===== config.mk =====
export PLATFORM = sky130hd
export DESIGN_NAME = dbgmb_top
export DESIGN_NICKNAME = d
export VERILOG_FILES = /design/src/rtl/dbgmb_pkg.sv /design/src/rtl/dbgmb_decode.sv /design/src/rtl/dbgmb_slot.sv /design/src/rtl/dbgmb_stdreg.sv /design/src/rtl/dbgmb_top.sv
export SDC_FILE = /design/constraint.sdc
export NUM_CORES = 1
export LEC_CHECK = 0
export BUFFER_PORTS_ARGS = -buffer_cell sky130_fd_sc_hd__buf_2
export CAP_MARGIN = 20
export CORE_MARGIN = 8
export CORE_UTILIZATION = 45
export DETAILED_ROUTE_END_ITERATION = 10
export PLACE_DENSITY = 0.75
export SLEW_MARGIN = 30
export SYNTH_ARGS = -nofsm -noshare
export SYNTH_HDL_FRONTEND = slang
export SYNTH_SLANG_ARGS = --single-unit

===== constraint.sdc =====
create_clock -name clk -period 1.8 [get_ports clk]
set_input_delay 0.45 -clock clk [delete_from_list [all_inputs] [get_ports clk]]
set_output_delay 0.45 -clock clk [all_outputs]
set_load 0.02 [all_outputs]

===== src/rtl/dbgmb_pkg.sv =====
package dbgmb_pkg;

  typedef enum logic [1:0] {
    TGT_NONE = 2'd0,
    TGT_MBOX = 2'd1,
    TGT_STD  = 2'd2
  } tgt_e;

  function automatic logic [7:0] fold_flag(input logic flag, input logic [7:0] data);
    return {flag, data[6:0]};
  endfunction

endpackage


===== src/rtl/dbgmb_decode.sv =====
module dbgmb_decode #(
  parameter int unsigned ADDR_W = 6,
  parameter logic [ADDR_W-1:0] MBOX_ADDR = 6'h31,
  parameter logic [ADDR_W-1:0] STD_ADDR = 6'h31
) (
  input  logic [ADDR_W-1:0] addr,
  input  logic              fuse,
  input  logic              grant,
  output dbgmb_pkg::tgt_e   tgt
);
  import dbgmb_pkg::*;

  localparam bit SHARED = (MBOX_ADDR == STD_ADDR);

  generate
    if (SHARED) begin : g_alias
      logic gate_open;
      assign gate_open = fuse & grant;
      always_comb begin
        if (addr != MBOX_ADDR) tgt = TGT_NONE;
        else if (gate_open)    tgt = TGT_MBOX;
        else                   tgt = TGT_STD;
      end
    end else begin : g_split
      logic unused_gate;
      assign unused_gate = fuse ^ grant;
      always_comb begin
        if (addr == MBOX_ADDR)     tgt = TGT_MBOX;
        else if (addr == STD_ADDR) tgt = TGT_STD;
        else                       tgt = TGT_NONE;
      end
    end
  endgenerate

endmodule


===== src/rtl/dbgmb_slot.sv =====
module dbgmb_slot #(
  parameter int unsigned DATA_W = 8
) (
  input  logic              clk,
  input  logic              rst_n,
  input  logic              wr_en,
  input  logic [DATA_W-1:0] wdata,
  input  logic              take,
  output logic [DATA_W-1:0] data_q,
  output logic              flag_q
);

  logic flag_d;

  always_comb begin
    flag_d = flag_q;
    if (take)  flag_d = 1'b0;
    if (wr_en) flag_d = 1'b1;
  end

  always_ff @(posedge clk) begin
    if (!rst_n) begin
      data_q <= '0;
      flag_q <= 1'b0;
    end else begin
      if (wr_en) data_q <= wdata;
      flag_q <= flag_d;
    end
  end

endmodule


===== src/rtl/dbgmb_stdreg.sv =====
module dbgmb_stdreg #(
  parameter int unsigned DATA_W = 8
) (
  input  logic              clk,
  input  logic              rst_n,
  input  logic              wr_en,
  input  logic [DATA_W-1:0] wdata,
  output logic [DATA_W-1:0] q
);

  always_ff @(posedge clk) begin
    if (!rst_n)     q <= '0;
    else if (wr_en) q <= wdata;
  end

endmodule


===== src/rtl/dbgmb_top.sv =====
module dbgmb_top #(
  parameter int unsigned ADDR_W = 6,
  parameter int unsigned DATA_W = 8,
  parameter logic [ADDR_W-1:0] MBOX_ADDR = 6'h31,
  parameter logic [ADDR_W-1:0] STD_ADDR = 6'h31
) (
  input  logic              clk,
  input  logic              rst_n,
  input  logic [ADDR_W-1:0] cpu_addr,
  input  logic              cpu_wr,
  input  logic              cpu_rd,
  input  logic [DATA_W-1:0] cpu_wdata,
  output logic [DATA_W-1:0] cpu_rdata,
  input  logic              dbg_fuse,
  input  logic              dbg_grant,
  input  logic              dbg_rd,
  output logic [DATA_W-1:0] dbg_data,
  output logic              dbg_status
);
  import dbgmb_pkg::*;

  localparam int unsigned LOW_W = DATA_W - 1;

  tgt_e              tgt;
  logic              slot_wr;
  logic              std_wr;
  logic [DATA_W-1:0] slot_q;
  logic              slot_flag;
  logic [DATA_W-1:0] std_q;
  logic [DATA_W-1:0] slot_view;

  dbgmb_decode #(
    .ADDR_W(ADDR_W), .MBOX_ADDR(MBOX_ADDR), .STD_ADDR(STD_ADDR)
  ) u_dec (
    .addr(cpu_addr), .fuse(dbg_fuse), .grant(dbg_grant), .tgt(tgt)
  );

  assign slot_wr = cpu_wr && (tgt == TGT_MBOX);
  assign std_wr  = cpu_wr && (tgt == TGT_STD);

  dbgmb_slot #(.DATA_W(DATA_W)) u_slot (
    .clk(clk), .rst_n(rst_n), .wr_en(slot_wr), .wdata(cpu_wdata),
    .take(dbg_rd), .data_q(slot_q), .flag_q(slot_flag)
  );

  dbgmb_stdreg #(.DATA_W(DATA_W)) u_std (
    .clk(clk), .rst_n(rst_n), .wr_en(std_wr), .wdata(cpu_wdata), .q(std_q)
  );

  assign slot_view = {slot_flag, slot_q[LOW_W-1:0]};

  always_comb begin
    cpu_rdata = '0;
    if (cpu_rd) begin
      unique case (tgt)
        TGT_MBOX: cpu_rdata = slot_view;
        TGT_STD:  cpu_rdata = std_q;
        default:  cpu_rdata = '0;
      endcase
    end
  end

  assign dbg_data   = slot_q;
  assign dbg_status = slot_flag;

endmodule


==> summary.md, run 1 <==
| Metric | Value |
|---|---|
| Max transition margin | 72.6% |
| Die Area | 3390 sq um |
| Vias per cell | 4.97 |
| Reg clk slew, reported paths | 0.10 ns |
| Worst Path Arrival | 1.34 ns |
| Fin util | 65.7% |
| Status | completed |
| Max FO, Critical Path | 8 |
| Share of the yosys chip area belonging to registers | 42.4% |
| Setup slack after layout | 0.0138 ns |
| Maxcap violations | 0 |
| HPWL after detailed placement | 1610 um |
| Floorplan row count | 15 |
| I/O Buffers | 37 |
| Antenna diodes | 0 |
| Cells after synthesis | 95 |
| Grt ovf | 0 |
| Worst skew pair latency | 0.30 ns |
| Crit share post-route | 99.2% |
| Top cell type's share of synthesized area | 42.4% |
| DRC Markers | 0 |
| Area grow syn2layout | 39.9% |
| CP required | 1.35 ns |
| 1st-iter DRT viols | 29 |
| H-Tree Depth | 1 |
| Share of layout cells above drive strength 1 | 41.6% |
| Average size of a mapped cell | 8.44 sq um |
| TritonCTS clock tree | yes |
| Dominant synthesized flop cell | dfxtp_1 |
| Pre-Repair DR Iteration Count | 5 |
| Period minus WS final | 1.79 ns |
| RD Place Congestion | 0.716 |
| Top post-synthesis cells by area | dfxtp_1 42%, mux2i_1 20%, nand2_1 19%, a21oi_1 5.0%, nand4_4 2.7% |
| Vias | 805 |
| Setup crit end kind | primary output |
| Post-synth net total | 116 |
| Leakage | 0.585 nW |
| Number of enable flip-flop cells after synthesis | 0 |
| Max VDD drop | 550 uV |
| Achievable Freq | 560 MHz |
| Worst Hold Class | primary input to flip-flop |
| CTS buffer count | 3 |
| Num Clock Sinks | 17 |
| Largest net degree at the start of global routing | 26 |
| Vias in the first global route | 857 |
| Crit path kind | primary input to primary output |
| Pwr/cell area | 573 nW/um^2 |
| Synth cell types | 16 |
| Wirelength, routed | 2230 um |
| Clk root buf | clkbuf_4 |
| Count leader, synth | nand2_1 |
| Overall global routing resource usage | 13.2% |
| Core area | 1710 sq um |
| Area of the multi-input gates | 454 sq um |
| Num ports | 38 |
| RSZ-0062 raised after global routing | true |
| Routed Antenna Nets | 0 |
| Setup crit start kind | primary input |
| Reg area | 340 sq um |
| Drt wl/cell | 13.8 um |
| Antenna violations before repair | 0 |
| Final hold violation count | 0 |
| Synth Cell Area | 802 sq um |
| DIE HEIGHT | 58.2 um |
| First-pass GRT wire length | 3590 um |
| Fillers | 157 |
| Actual slew at the worst max-slew pin | 0.411 ns |
| FFs w/ async S/R, synth | 0% |
| Synth warn | 0 |
| Initial Util | 47.0% |
| Top post-synthesis cells by count | 41 x nand2_1, 17 x dfxtp_1, 16 x mux2i_1, 8 x a21oi_1, 2 x clkbuf_1 |
| Cts hold-fix bufs | 0 |
| Die W | 58.2 um |
| Final TNS setup | 0 ns |
| Worst clock skew | 0 ns |
| Worst setup slack after placement | -0.0497 ns |
| Final setup violation count | 0 |
| FF+latch count, synth | 17 |
| Post-synth top area cell | dfxtp_1 |
| Final nets | 159 |
| Clock buffer depth | 2 |
| Max-slew violation count | 0 |
-- report_power, final --
part	total [mW]	internal (mW)	leakage, nW	switching, mW
logic	0.0611	0.0279	0.430	0.0332
registers	0.377	0.377	0.137	0.000471
clock network	0.204	0.0829	0.0177	0.121
total	0.643	0.487	0.585	0.155
-- timing repair --
| action | in CTS | in global routing |
|---|---|---|
| resized for setup | 8 | 11 |
| setup endpoints to repair | 8 | 8 |
| buffers inserted | 0 | 1 |
| pin swaps | 0 | 0 |
-- routing by layer --
layer  vias up  part of all wire (%)  GRT usage (%)
met5         -                     0              0
met4         0                   1.2           4.20
met3         2                    12           5.96
met2        35                    49           23.1
met1       367                    38           13.6
li1        401                     -              -
-- critical path, cell delays in order --
cell and delay [ns]:
buf_2 0.10, and4b_2 0.28, nand3_2 0.08, buf_6 0.15, a21oi_1 0.12, buf_4 0.16
-- stage by stage --
step / hold WS (ns) / instance area (sq um) / total power, mW / std cells
2_1_floorplan: 0.438 / 802 / 0.413 / 95
3_3_place_gp: 0.445 / 1020 / 0.443 / 157
6_report: 0.401 / 1120 / 0.643 / 162
3_5_place_dp: 0.449 / 1020 / 0.445 / 157
5_1_grt: 0.426 / 1120 / 0.664 / 162
4_1_cts: 0.404 / 1080 / 0.644 / 161
-- logic make-up (layout without fill, tap and decap cells) --
logic type             Yosys count  in the layout  share of synthesized area (%)
muxes                           16             16                           20.0
and+or+nand+nor                 48             48                           27.8
DFF                             17             17                           42.4
buffers and inverters            5             47                           3.90
AOI/OAI and AO/OA                9              9                           5.93
-- area by class of cell --
type | instances | share of cell area [%]
Tap cell | 25 | 2.79
Clock inverter | 1 | 0.446
Multi-Input combinational cell | 73 | 40.5
Sequential cell | 17 | 30.3
Timing Repair Buffer | 43 | 24.0
Clock buffer | 3 | 2.01
-- layout by cell type, fill, tap and decap left out, types with 3 or more instances in the layout --
cell type and instances:
nand2_1 41, buf_2 29, buf_6 5, mux2i_1 16, dfxtp_1 17, clkbuf_4 3
a21oi_1 3, buf_4 9, a21oi_2 5
-- state kept, by name, indices dropped and copies added (netlist names) --
| register | cells |
|---|---|
| u_slot.flag_q | 1 |
| u_std.q | 8 |
| u_slot.data_q | 8 |
-- final timing paths --
kind	from	end	slack, ns	depth (start not counted)
worst min register to register	u_std.q[4]$_SDFFE_PN0P_	u_std.q[4]$_SDFFE_PN0P_	0.47	2
worst min-delay path	dbg_rd	u_slot.flag_q$_SDFFE_PN0P_	0.40	3
worst max register to register	u_std.q[0]$_SDFFE_PN0P_	u_std.q[0]$_SDFFE_PN0P_	1.13	2
worst max-delay path	cpu_addr[1]	cpu_rdata[6]	0.01	6
Note: power is estimated with default switching activity, not from simulation.
==> inputs of run 2 (changes only) <==
--- a/config.mk
+++ b/config.mk
@@ -11,6 +11,7 @@
 export CORE_UTILIZATION = 45
 export DETAILED_ROUTE_END_ITERATION = 10
 export PLACE_DENSITY = 0.75
+export RECOVER_POWER = 100
 export SLEW_MARGIN = 30
 export SYNTH_ARGS = -nofsm -noshare
 export SYNTH_HDL_FRONTEND = slang
==> run 2 against run 1 <==
Flip-flop and latch count stayed put. Combinational power is 3.4% lower. First-iteration DRC count is 52% higher. Register-to-register slack worse by 0.02 ns. Via count stayed put. Critical endpoint unchanged. Largest cell class unchanged.
==> summary.md, run 2 (same netlist as run 1, synthesis figures left out) <==
| Metric | Value |
|---|---|
| Max transition margin | 60.4% (-12 points) |
| Dpl cell area | 1020 sq um (unchanged) |
| Period minus WS final | 1.78 ns (-0.00167 ns) |
| 1st-iter DRT viols | 44 (+52%) |
| Share of layout cells above drive strength 1 | 40.9% (-0.73 points) |
| Num ports | 38 (unchanged) |
| Design area | 1110 sq um (-1.3%) |
| Vias per cell | 4.97 (unchanged) |
| Maxcap violations | 0 (unchanged) |
| Reg clk slew, reported paths | 0.10 ns (about the same) |
| Crit share post-route | 99.1% (about the same) |
| Num Clock Sinks | 17 (unchanged) |
| Status | completed |
| Clock buffer depth | 2 (unchanged) |
| Vias | 805 (unchanged) |
| Initial Util | 47.0% (unchanged) |
| Max VDD drop | 550 uV (about the same) |
| Grt ovf | 0 (unchanged) |
| Hold Path Origin | dbg_rd |
| Leakage | 0.578 nW (-1.0%) |
| Largest regs | u_slot.data_q x8, u_std.q x8, u_slot.flag_q x1 |
| Worst R2R Start | u_std.q[0]$_SDFFE_PN0P_ |
| Setup crit end kind | primary output |
| Pwr/cell area | 579 nW/um^2 (+1.0%) |
| Worst clock skew | 0 ns (unchanged) |
| Worst setup path start | cpu_addr[1] |
| Setup crit start kind | primary input |
| Vias in the first global route | 857 (unchanged) |
| CTS buffer count | 3 (unchanged) |
| Die W | 58.2 um (unchanged) |
| Drt wl/cell | 13.8 um (+0.63%) |
| Area grow syn2layout | 38.1% |
| Commonest non-fill, non-tap cell in the layout | nand2_1 |
| Crit path kind | primary input to primary output |
| TritonCTS clock tree | yes |
| Core area | 1710 sq um (unchanged) |
| Worst Path Arrival | 1.33 ns (about the same) |
| Worst Hold Class | primary input to flip-flop |
| Max FO, Critical Path | 8 (unchanged) |
| Final hold violation count | 0 (unchanged) |
| Die Area | 3390 sq um (unchanged) |
| Final nets | 159 (unchanged) |
| Most frequent cells in the layout | 41 x nand2_1, 29 x buf_2, 17 x dfxtp_1 |
| Max-slew violation count | 0 (unchanged) |
| DIE HEIGHT | 58.2 um (unchanged) |
| Worst skew pair latency | 0.30 ns (about the same) |
| Placed insts | 157 (unchanged) |
| DRC Markers | 0 (unchanged) |
| Overall global routing resource usage | 13.2% (unchanged) |
| Final setup violation count | 0 (unchanged) |
| Fin util | 64.8% (-0.88 points) |
| HPWL after detailed placement | 1610 um (unchanged) |
| I/O Buffers | 37 (unchanged) |
| Actual slew at the worst max-slew pin | 0.593 ns (+0.182 ns) |
| Clk root buf | clkbuf_4 |
| CP required | 1.35 ns (about the same) |
| Routed Antenna Nets | 0 (unchanged) |
| Floorplan row count | 15 (unchanged) |
| Largest net degree at the start of global routing | 26 (unchanged) |
| H-Tree Depth | 1 (unchanged) |
| RSZ-0062 raised after global routing | true |
| Achievable Freq | 560 MHz (about the same) |
| Fin cells | 162 (unchanged) |
| First-pass GRT wire length | 3590 um (unchanged) |
| Pre-Repair DR Iteration Count | 4 (-1) |
| Wirelength, routed | 2240 um (+0.63%) |
| Antenna diodes | 0 (unchanged) |
| RD Place Congestion | 0.716 (unchanged) |
| Antenna violations before repair | 0 (unchanged) |
==> run 2: power breakdown <==
part	switching, mW	leakage [nW]	internal (mW)
Combinational	0.0314	0.424	0.0276
Clock	0.122	0.0177	0.0829
Sequential	0.000476	0.137	0.377
==> run 2: worst max-delay path, cell delays in order <==
cell     delay [ns]
buf_2          0.10
and4b_2        0.28
nand3_2        0.08
buf_6          0.15
a21oi_1        0.12
buf_4          0.16
==> run 2: path summary, 6_finish.rpt <==
check | slack [ns] | endpoint | cells past startpoint
setup / recovery | 0.02 | cpu_rdata[6] | 6
hold / removal | 0.40 | u_slot.flag_q$_SDFFE_PN0P_ | 3
setup reg to reg | 1.11 | u_std.q[0]$_SDFFE_PN0P_ | 2
hold reg to reg | 0.47 | u_std.q[4]$_SDFFE_PN0P_ | 2
==> run 2: layer usage <==
metal	up-vias	GRT usage (%)	wire length, um
met2	35	23.1	1080
met4	0	4.20	27
met3	2	5.96	258
met1	366	13.6	871
met5	-	0	0
li1	402	-	-
==> run 2: area by class of cell <==
| cell class | count | area, sq um |
|---|---|---|
| multi-input combinational | 73 | 439 |
| tap | 25 | 31.3 |
| fill | 159 | 601 |
| timing repair buffer | 43 | 269 |
| clock inverter | 1 | 5.00 |
| clock buffer | 3 | 22.5 |
| sequential | 17 | 340 |
==> run 2: what timing repair did <==
| action | 4_1_cts | 5_1_grt |
|---|---|---|
| hold buffers | 0 | 0 |
| setup buffers | 0 | 1 |
| endpoints found under the setup margin | 8 | 8 |
| resized for setup | 8 | 11 |
| gates cloned | 0 | 0 |
==> run 2: per-stage QoR <==
stage / hold slack, ns / total power [mW] / worst slack (ns) / setup TNS (ns)
floorplan: 0.438 / 0.413 / -0.00643 / -0.0515
global placement: 0.445 / 0.443 / -0.00252 / -0.00485
detailed placement: 0.449 / 0.445 / -0.0497 / -0.158
CTS: 0.404 / 0.644 / 0.000324 / 0
global route: 0.426 / 0.661 / -0.0539 / -0.185
finish: 0.401 / 0.641 / 0.0155 / 0
==> inputs of run 3 (changes only) <==
--- a/config.mk
+++ b/config.mk
@@ -5,12 +5,13 @@
 export SDC_FILE = /design/constraint.sdc
 export NUM_CORES = 1
 export LEC_CHECK = 0
+export ABC_AREA = 1
 export BUFFER_PORTS_ARGS = -buffer_cell sky130_fd_sc_hd__buf_2
 export CAP_MARGIN = 20
 export CORE_MARGIN = 8
 export CORE_UTILIZATION = 45
 export DETAILED_ROUTE_END_ITERATION = 10
-export PLACE_DENSITY = 0.75
+export PLACE_DENSITY = 0.73
 export RECOVER_POWER = 100
 export SLEW_MARGIN = 30
 export SYNTH_ARGS = -nofsm -noshare
==> run 3 against run 2 <==
The run now ends with setup timing left. Sequential share of layout area decreased by 2.5 points. Clock-buffer cell count unchanged. Non-clock buffer count decreased by 2. Clock power about the same. Critical path type unchanged. Highest routed layer unchanged.
==> summary.md, run 3 <==
| Metric | Value |
|---|---|
| Slowest CP cell | nor2_4 |
| Die W | 61.1 um (+4.9%) |
| Setup crit start kind | primary input |
| Worst skew pair latency | 0.29 ns (about the same) |
| Max transition margin | 51.3% (-9.1 points) |
| Crit share post-route | 100% (+0.88 points) |
| Num ports | 38 (unchanged) |
| Largest net degree at the start of global routing | 18 (-31%) |
| Failing checks | setup timing |
| Placed insts | 204 (+30%) |
| Drt wl/cell | 11.6 um (-16%) |
| Antenna violations before repair | 0 (unchanged) |
| Final setup violation count | 1 (+1) |
| Post-synth net total | 163 (+41%) |
| Setup slack after layout | -0.000405 ns (-0.0159 ns) |
| Design area | 1200 sq um (+8.7%) |
| Synth cell types | 16 (unchanged) |
| Overall global routing resource usage | 13.5% (+0.29 points) |
| Final TNS setup | -0.000405 ns (-0.000405 ns) |
| FFs w/ async S/R, synth | 0% (unchanged) |
| Clk root buf | clkbuf_4 |
| Flop pwr share | 58.5% (-0.4 points) |
| Num Clock Sinks | 17 (unchanged) |
| Psw | 158 uW (+3.3%) |
| Cells after synthesis | 142 (+49%) |
| DIE HEIGHT | 61.1 um (+4.9%) |
| Hold Slack | 0.394 ns (-0.00742 ns) |
| Clock buffer depth | 2 (unchanged) |
| Fillers | 201 (+26%) |
| Actual slew at the worst max-slew pin | 0.729 ns (+0.136 ns) |
| Vias per cell | 4.75 (-4.4%) |
| Share of layout cells above drive strength 1 | 29.8% (-11 points) |
| Leakage | 0.601 nW (+4.0%) |
| CTS buffer count | 3 (unchanged) |
| Sw Ratio | 24.5% (+0.55 points) |
| Setup crit end kind | primary output |
| Max FO, Critical Path | 10 (+2) |
| TritonCTS clock tree | yes |
| GR peak layer | met2 |
| DRC Markers | 0 (unchanged) |
| Final nets | 203 (+28%) |
| Post-synth top area cell | dfxtp_1 |
| Share of the yosys chip area belonging to registers | 37.2% (-5.2 points) |
| Clock power share | 31.1% (-0.8 points) |
| Vias | 988 (+23%) |
| Cts hold-fix bufs | 0 (unchanged) |
| Synth warn | 0 (unchanged) |
| Maxcap violations | 0 (unchanged) |
| Max-slew violation count | 0 (unchanged) |
| Achievable Freq | 555 MHz (-0.88%) |
| Comb power frac | 10.4% (+1.2 points) |
| Fin cells | 208 (+28%) |
| Worst clock skew | 0 ns (unchanged) |
| P_int | 488 uW (+0.21%) |
| Most frequent cells in the layout | 41 x nand2_1, 31 x nor2_1, 19 x buf_2 |
| Initial Util | 47.1% (+0.14 points) |
| Top cell type's share of synthesized area | 37.2% (-5.2 points) |
| Final hold violation count | 0 (unchanged) |
| Average size of a mapped cell | 6.44 sq um (-24%) |
| Routed Antenna Nets | 0 (unchanged) |
| Core area | 1940 sq um (+14%) |
| Period minus WS final | 1.80 ns (+0.0159 ns) |
| Commonest non-fill, non-tap cell in the layout | nand2_1 |
| Count leader, synth | nand2_1 |
| Grt ovf | 0 (unchanged) |
| Floorplan row count | 16 (+1) |
| Top post-synthesis cells by area | dfxtp_1 37%, nand2_1 18%, nor2_1 13%, inv_1 7.8%, nand4_1 5.5% |
| Crit path top cell by count | nand2_1 |
| Dominant synthesized flop cell | dfxtp_1 |
| RSZ-0062 raised after global routing | true |
| Met1 GRT Util | 15.4% (+1.7 points) |
| Met3 Use GR | 3.76% (-2.2 points) |
| Reg clk slew, reported paths | 0.10 ns (about the same) |
| Number of enable flip-flop cells after synthesis | 0 (unchanged) |
| First-pass GRT wire length | 3950 um (+10%) |
| Post-CTS Setup Inserts | 0 (unchanged) |
| Global Route met2 Usage | 24.0% (+0.94 points) |
| Area grow syn2layout | 31.6% |
| Die Area | 3730 sq um (+10%) |
| 1st-iter DRT viols | 26 (-41%) |
| FF+latch count, synth | 17 (unchanged) |
| Antenna diodes | 0 (unchanged) |
| Fin util | 62.0% (-2.9 points) |
| RD Place Congestion | 0.757 (+5.7%) |
| Pre-Repair DR Iteration Count | 4 (unchanged) |
| Largest regs | u_slot.data_q x8, u_std.q x8, u_slot.flag_q x1 |
| H-Tree Depth | 1 (unchanged) |
| I/O Buffers | 37 (unchanged) |
| CP max stage delay | 0.21 ns (-0.07 ns) |
| Worst Hold Class | primary input to flip-flop |
| Top post-synthesis cells by count | 44 x nand2_1, 31 x nor2_1, 19 x inv_1, 17 x dfxtp_1 |
| HPWL after detailed placement | 1800 um (+12%) |
| Crit path kind | primary input to primary output |
| Max VDD drop | 367 uV (-33%) |
| Vias in the first global route | 948 (+11%) |
| Worst Path Arrival | 1.35 ns (+0.02 ns) |
| Wirelength, routed | 2420 um (+7.9%) |
| Pwr/cell area | 537 nW/um^2 (-7.1%) |
| CP required | 1.35 ns (about the same) |
| Status | finished with violations |
| Synth Cell Area | 915 sq um (+14%) |
| Dpl cell area | 1150 sq um (+12%) |
| Worst path cell trace | buf_2, nand2_1, inv_4, nor2_4, nand2_1, a21oi_2, buf_4 |
run 3: cell count changes after synthesis, sizes merged, moves of 3 or more:
cell and delta:
buf +3, nand2 +4, inv +20, mux2i -16, nand4 +8, nor2 +34
run 3: metrics by stage:
step	power, mW	setup slack, ns
after floorplan	0.418	0.0137
after global placement	0.449	-0.0496
after detailed placement	0.451	-0.0640
after CTS	0.652	-0.0232
after global routing	0.677	-0.0867
final	0.647	-0.000405
run 3: routing by layer:
| metal | wire length [um] | vias to the layer above |
|---|---|---|
| li1 | - | 514 |
| met1 | 1010 | 441 |
| met2 | 1180 | 31 |
| met3 | 221 | 2 |
| met4 | 10 | 0 |
| met5 | 0 | - |
run 3: power by group through the flow:
stage	combinational [mW]	clock, mW	sequential, mW
floorplan	0.0303	0	0.387
global placement	0.0622	0	0.387
detailed placement	0.0638	0	0.387
CTS	0.0696	0.204	0.378
global route	0.0742	0.224	0.379
finish	0.0671	0.201	0.378
run 3: worst max-delay path, delay by kind of cell:
family | cells | cell delay (ns)
and+or+nand+nor | 3 | 0.42
AOI/OAI and AO/OA | 1 | 0.13
buffers and inverters | 3 | 0.35
run 3: cell type report:
| class | count | area (sq um) | share of cell area, % |
|---|---|---|---|
| Clock buffer | 3 | 22.5 | 1.87 |
| Clock inverter | 1 | 5.00 | 0.416 |
| Inverter | 20 | 77.6 | 6.44 |
| Multi-Input combinational cell | 99 | 475 | 39.5 |
| Sequential cell | 17 | 340 | 28.3 |
| Tap cell | 27 | 33.8 | 2.81 |
| Timing Repair Buffer | 41 | 249 | 20.7 |
run 3: kinds of logic after synthesis:
kind of cell           Yosys count  share of synthesized area, %
and+or+nand+nor                 90                          44.5
buffers and inverters           26                          13.1
DFF                             17                          37.2
AOI/OAI and AO/OA                9                          5.20
run 3: final timing paths:
kind,from,end,slack [ns],cells after the start
min,cpu_wdata[2],u_std.q[2]$_SDFFE_PN0P_,0.39,3
min reg2reg,u_slot.flag_q$_SDFFE_PN0P_,u_slot.flag_q$_SDFFE_PN0P_,0.48,2
max,dbg_fuse,cpu_rdata[3],-0.0004,7
max reg2reg,u_slot.data_q[2]$_SDFFE_PN0P_,u_slot.data_q[2]$_SDFFE_PN0P_,1.10,4
run 3: repair_timing:
item | 4_1_cts | 5_1_grt
gates resized for setup | 17 | 3
endpoints found under the setup margin | 8 | 8
pin swaps | 3 | 2
